**src/rtl/regwin_pkg.sv**
```systemverilog
// Package: shared offsets, bank numbers and widths of the banked window.
// Assumes word offsets of at least 3 bits.
package regwin_pkg;
    localparam int BANK_W   = 2;
    localparam int OFF_STAT = 0;   // bank 2: status read, W1C acknowledge write
    localparam int OFF_MASK = 1;   // bank 2: interrupt enable mask
    localparam int OFF_REV  = 2;   // bank 3: revision word
    localparam int OFF_BANK = 7;   // every bank: selector
    localparam int BANK_IRQ = 2;
    localparam int BANK_REV = 3;
    typedef logic [BANK_W-1:0] bank_t;
endpackage

```
**src/rtl/regwin_bank.sv**
```systemverilog
// Module: bank number register of the window.
// Assumes the write strobe is already decoded for the selector offset.
module regwin_bank
    import regwin_pkg::*;
(
    input  logic  clk,
    input  logic  rst_n,
    input  logic  sel_we,
    input  bank_t sel_wdata,
    output bank_t bank_q
);
    // Hold the bank number; only the low bits are stored.
    always_ff @(posedge clk) begin
        if (!rst_n)
            bank_q <= '0;
        else if (sel_we)
            bank_q <= sel_wdata;
    end
endmodule

```
**src/rtl/regwin_irq.sv**
```systemverilog
// Module: interrupt status, mask and registered interrupt line.
// Status bit 0 follows a level input; the other bits are set by one-cycle
// pulses. A set on the same edge as an acknowledge wins.
module regwin_irq #(
    parameter int NSRC = 6
) (
    input  logic            clk,
    input  logic            rst_n,
    input  logic            ack_we,
    input  logic            mask_we,
    input  logic [NSRC-1:0] wbits,
    input  logic            rx_level,
    input  logic [NSRC-2:0] pulses,
    output logic [NSRC-1:0] stat_q,
    output logic [NSRC-1:0] mask_q,
    output logic            irq_q
);
    logic [NSRC-1:0] set_vec;
    logic [NSRC-1:0] clr_vec;

    // Collect this cycle's set and clear requests.
    always_comb begin
        set_vec = {pulses, rx_level};
        clr_vec = ack_we ? wbits : '0;
    end

    // Sticky status with write-one-to-clear; a set overrides a clear.
    always_ff @(posedge clk) begin
        if (!rst_n)
            stat_q <= '0;
        else
            stat_q <= (stat_q & ~clr_vec) | set_vec;
    end

    // Interrupt enable mask.
    always_ff @(posedge clk) begin
        if (!rst_n)
            mask_q <= '0;
        else if (mask_we)
            mask_q <= wbits;
    end

    // Registered request from the enabled pending sources.
    always_ff @(posedge clk) begin
        if (!rst_n)
            irq_q <= 1'b0;
        else
            irq_q <= |(stat_q & mask_q);
    end
endmodule

```
**src/rtl/regwin_rdmux.sv**
```systemverilog
// Module: read data selection of the banked window.
// Unmapped offsets read zero; the selector is decoded in every bank.
module regwin_rdmux
    import regwin_pkg::*;
#(
    parameter int              ADDR_W = 3,
    parameter int              DATA_W = 16,
    parameter int              NSRC   = 6,
    parameter int              ID_W   = 8,
    parameter int              CODE_W = 4,
    parameter logic [ID_W-1:0]   ID_VAL = 8'h33,
    parameter logic [CODE_W-1:0] CHIP   = 4'h9,
    parameter logic [CODE_W-1:0] REV    = 4'h2
) (
    input  logic [ADDR_W-1:0] addr,
    input  bank_t             bank_q,
    input  logic [NSRC-1:0]   stat_q,
    input  logic [NSRC-1:0]   mask_q,
    output logic [DATA_W-1:0] rdata
);
    localparam int SEL_PAD = DATA_W - ID_W - BANK_W;
    localparam int SRC_PAD = DATA_W - NSRC;
    localparam int REV_PAD = DATA_W - 2*CODE_W;

    // Decode offset and bank into one read word.
    always_comb begin
        rdata = '0;
        if (addr == ADDR_W'(OFF_BANK))
            rdata = {ID_VAL, {SEL_PAD{1'b0}}, bank_q};
        else if (bank_q == bank_t'(BANK_IRQ) && addr == ADDR_W'(OFF_STAT))
            rdata = {{SRC_PAD{1'b0}}, stat_q};
        else if (bank_q == bank_t'(BANK_IRQ) && addr == ADDR_W'(OFF_MASK))
            rdata = {{SRC_PAD{1'b0}}, mask_q};
        else if (bank_q == bank_t'(BANK_REV) && addr == ADDR_W'(OFF_REV))
            rdata = {{REV_PAD{1'b0}}, CHIP, REV};
    end
endmodule

```
**src/rtl/bank_regwin.sv**
```systemverilog
// Module: banked register window with interrupt status, mask and line.
// Assumes one host access per cycle; reads are combinational.
module bank_regwin
    import regwin_pkg::*;
#(
    parameter int              ADDR_W = 3,
    parameter int              DATA_W = 16,
    parameter int              NSRC   = 6,
    parameter int              ID_W   = DATA_W / 2,
    parameter int              CODE_W = 4,
    parameter logic [ID_W-1:0]   ID_VAL = 8'h33,
    parameter logic [CODE_W-1:0] CHIP   = 4'h9,
    parameter logic [CODE_W-1:0] REV    = 4'h2
) (
    input  logic              clk,
    input  logic              rst_n,
    input  logic [ADDR_W-1:0] host_addr,
    input  logic              host_we,
    input  logic [DATA_W-1:0] host_wdata,
    output logic [DATA_W-1:0] host_rdata,
    input  logic              rxq_nonempty,
    input  logic [NSRC-2:0]   evt_pulse,
    output logic              irq
);
    bank_t           bank_q;
    logic [NSRC-1:0] stat_q;
    logic [NSRC-1:0] mask_q;
    logic            sel_we, ack_we, mask_we, in_irq_bank;
    logic            unused_wdata;

    assign unused_wdata = ^host_wdata[DATA_W-1:NSRC];

    // Decode write strobes per offset and bank.
    always_comb begin
        in_irq_bank = (bank_q == bank_t'(BANK_IRQ));
        sel_we      = host_we && host_addr == ADDR_W'(OFF_BANK);
        ack_we      = host_we && in_irq_bank && host_addr == ADDR_W'(OFF_STAT);
        mask_we     = host_we && in_irq_bank && host_addr == ADDR_W'(OFF_MASK);
    end

    regwin_bank u_bank (
        .clk       (clk),
        .rst_n     (rst_n),
        .sel_we    (sel_we),
        .sel_wdata (host_wdata[BANK_W-1:0]),
        .bank_q    (bank_q)
    );

    regwin_irq #(.NSRC(NSRC)) u_irq (
        .clk      (clk),
        .rst_n    (rst_n),
        .ack_we   (ack_we),
        .mask_we  (mask_we),
        .wbits    (host_wdata[NSRC-1:0]),
        .rx_level (rxq_nonempty),
        .pulses   (evt_pulse),
        .stat_q   (stat_q),
        .mask_q   (mask_q),
        .irq_q    (irq)
    );

    regwin_rdmux #(
        .ADDR_W(ADDR_W), .DATA_W(DATA_W), .NSRC(NSRC), .ID_W(ID_W),
        .CODE_W(CODE_W), .ID_VAL(ID_VAL), .CHIP(CHIP), .REV(REV)
    ) u_rdmux (
        .addr   (host_addr),
        .bank_q (bank_q),
        .stat_q (stat_q),
        .mask_q (mask_q),
        .rdata  (host_rdata)
    );
endmodule

```
**config.mk**
```make
export PLATFORM = sky130hd
export DESIGN_NAME = bank_regwin
export DESIGN_NICKNAME = d
export VERILOG_FILES = /design/src/rtl/regwin_pkg.sv /design/src/rtl/regwin_bank.sv /design/src/rtl/regwin_irq.sv /design/src/rtl/regwin_rdmux.sv /design/src/rtl/bank_regwin.sv
export SDC_FILE = /design/constraint.sdc
export NUM_CORES = 1
export LEC_CHECK = 0
export BUFFER_PORTS_ARGS = -buffer_cell sky130_fd_sc_hd__buf_2
export CAP_MARGIN = 20
export CORE_MARGIN = 5
export CORE_UTILIZATION = 43
export CTS_CLUSTER_DIAMETER = 150
export DETAILED_ROUTE_END_ITERATION = 16
export GPL_ROUTABILITY_DRIVEN = 0
export PLACE_DENSITY = 0.8
export REMOVE_ABC_BUFFERS = 1
export SYNTH_ARGS = -nofsm -noshare
export SYNTH_HDL_FRONTEND = slang
export SYNTH_SLANG_ARGS = --single-unit
export TNS_END_PERCENT = 20
```
**constraint.sdc**
```tcl
create_clock -name clk -period 2.1 [get_ports clk]
set_input_delay 0.21 -clock clk [delete_from_list [all_inputs] [get_ports clk]]
set_output_delay 0.21 -clock clk [all_outputs]
set_load 0.02 [all_outputs]
```
==> metrics <==
outcome complete, no violations; worst skew pair latency 280 ps; Ports 45; Sw Pwr 140 µW; max_cap viols 0; Power, Total 536 µW; register area 302 µm²; post-synthesis cell count 99; worst r2r src u_bank.bank_q[0]; H-tree depth 1; Flop pwr share 56.3%; Crit Path Category reg2out; fin nets 154; RSZ-0062 raised after global routing no; Cell Int Power 395 µW; asr flop ratio synth 0%; Final Cell Area 972 µm²; VDD IR max 0.322 mV; top post-synthesis cells by area dfxtp_1, mux2i_1, buf_4; Adder-Cell Fraction of Synth Area 0%; Cell Area, Placed 945 µm²; Clock transition at path regs 90 ps; DRC 0; final wirelength 1890 µm; Synth Area in Simple Gates 20.2%; final setup vio count 0; Static Leak 0.445 nW; row count 15; CTS tree built; core area 1780 µm²; initial core utilization 46.2%; Worst Skew 3.02 ps; Net Sw Frac 26.2%; most frequent cell after synthesis dfxtp_1; Avg Synthesized Cell Area 8.33 µm²; Hold WC Path Type in2reg; area growth from synthesis to layout 17.9%; dpl ws 378 ps; Die X 53.8 µm; Congestion Overflow GR 0; CP Launch Point u_bank.bank_q[0]; Die ar. 2890 µm²; Distinct cells, synth 25; Final min period 1990 ps; Multi-input gate area 430 µm²; DP HPWL 1430 µm; Root Buffer clkbuf_4; Cell Chain, Critical Path or4b_1 > or3_1 > o311a_1 > buf_2; final hold vios 0; # port buffers 29; Arr. time, crit path 1780 ps; #FFs+latches synth 15; maximum fanout along the worst path 7; CTS buffer count 3; critical path required time 1890 ps; antenna violations before repair 0; layout cells sized above 1 28.8%; largest net degree at the start of global routing 22; CP bufs+invs 1; Synth Flop Type dfxtp_1; slowest stage delay, CP 540 ps; DRT Pass-1 Iters 4; Vias per Instance 5.13; fin crit share 94.9%; largest family of logic cells by synthesized area simple AND/OR/NAND/NOR gates; fin util 54.5%; Mapped Area 825 µm²; initial drt markers 23; compound-cell area share of the yosys netlist 16.4%; pwr/cell area 551 nW/µm²; Fillers 183; routed vias 770; Synth area leader dfxtp_1; Post-synth EDFFs 0; xor/xnor share of the synthesized area 0%; Longest Clk Path Bufs 2; Synth top area share 36.4%; crit path launch type flip-flop; vias in the first global route 732; slowest CP cell or4b_1; YS warnings 0; clk sinks 15; CP endpoint kind primary output; hold_sp host_wdata[1]; ANT cells 0; total track usage 14.0%; setup_tns 0 ps; part of the power in combinational logic 13.6%; sequential fraction of the synthesis area 36.4%; Die H 53.8 µm; clock share of power 30.2%; mux cell area share after synthesis 13.4%; Achievable Freq 0.502 GHz; routed length per instance 12.6 µm; Post-CTS Setup Bufs 0; first-pass GRT wire length 3020 µm; setup ws final 108 ps; top post-synthesis cells by count dfxtp_1, nand2_1, mux2i_1, buf_4, o21ai_0; family with the most delay on the worst path simple AND/OR/NAND/NOR gates; Slew Limit Fails 0; antenna viol nets, final 0
## per-stage QoR
step                      std cells  hold slack, ps
after detailed placement        146             414
after global routing            150             123
after global placement          146             407
after floorplan                  91             310
after CTS                       150             117
final                           150             116
## state kept, by name (all words and copies together), names as in the netlist
name           cells
u_irq.irq_q        1
u_bank.bank_q      2
u_irq.stat_q       6
u_irq.mask_q       6
## placed cells by master, fill, tap and decap left out, types with 2 or more instances in the layout
master     n
a31oi_1    7
nor2_1     4
nand3_1    2
clkbuf_4   3
inv_1      8
buf_2     29
dfxtp_1   14
mux2i_1   11
nand2_1   14
a22oi_1    3
conb_1     5
or3_1      2
o21ai_0    9
## power groups by stage
stage          registers [mW]  logic (mW)  clock network (mW)
5_1_grt                 0.302      0.0810               0.178
3_5_place_dp            0.307      0.0719                   0
6_report                0.301      0.0727               0.161
3_3_place_gp            0.307      0.0693                   0
4_1_cts                 0.301      0.0721               0.161
2_1_floorplan           0.305      0.0364                   0
## logic make-up (layout without fill, tap and decap cells)
logic type	count (synthesis)	in the layout
DFF	15	15
AOI/OAI and AO/OA	22	22
buffers and inverters	20	42
muxes	11	11
and+or+nand+nor	30	30
other	1	5
## cell type report
| class | count | area share (%) |
|---|---|---|
| Timing Repair Buffer | 30 | 15.7 |
| Tap cell | 25 | 3.22 |
| Multi-Input combinational cell | 68 | 44.3 |
| Clock buffer | 4 | 2.70 |
| Inverter | 8 | 3.09 |
| Sequential cell | 15 | 31.0 |
## metal layers
| metal | global-route usage (%) | wire (µm) | up-vias | share of wire [%] |
|---|---|---|---|---|
| li1 | - | - | 385 | - |
| met2 | 25.2 | 905 | 34 | 48 |
| met5 | 0 | 0 | - | 0 |
| met1 | 15.7 | 781 | 349 | 41 |
| met4 | 7.66 | 25 | 0 | 1.3 |
| met3 | 1.66 | 177 | 2 | 9.4 |
## worst paths after layout
check	slack (ps)	depth (start not counted)	to
setup / recovery	110	4	host_rdata[1]
hold reg to reg	480	2	u_irq.mask_q[5]
setup reg to reg	400	4	u_irq.stat_q[0]
hold / removal	120	2	u_irq.stat_q[1]
## repair_timing
action / in CTS / in global routing
hold endpoints to repair: 0 / 0
resized for setup: 0 / 1
hold buffers: 0 / 0
setup endpoints to repair: 0 / 1
Note: power is estimated with default switching activity, not from simulation.
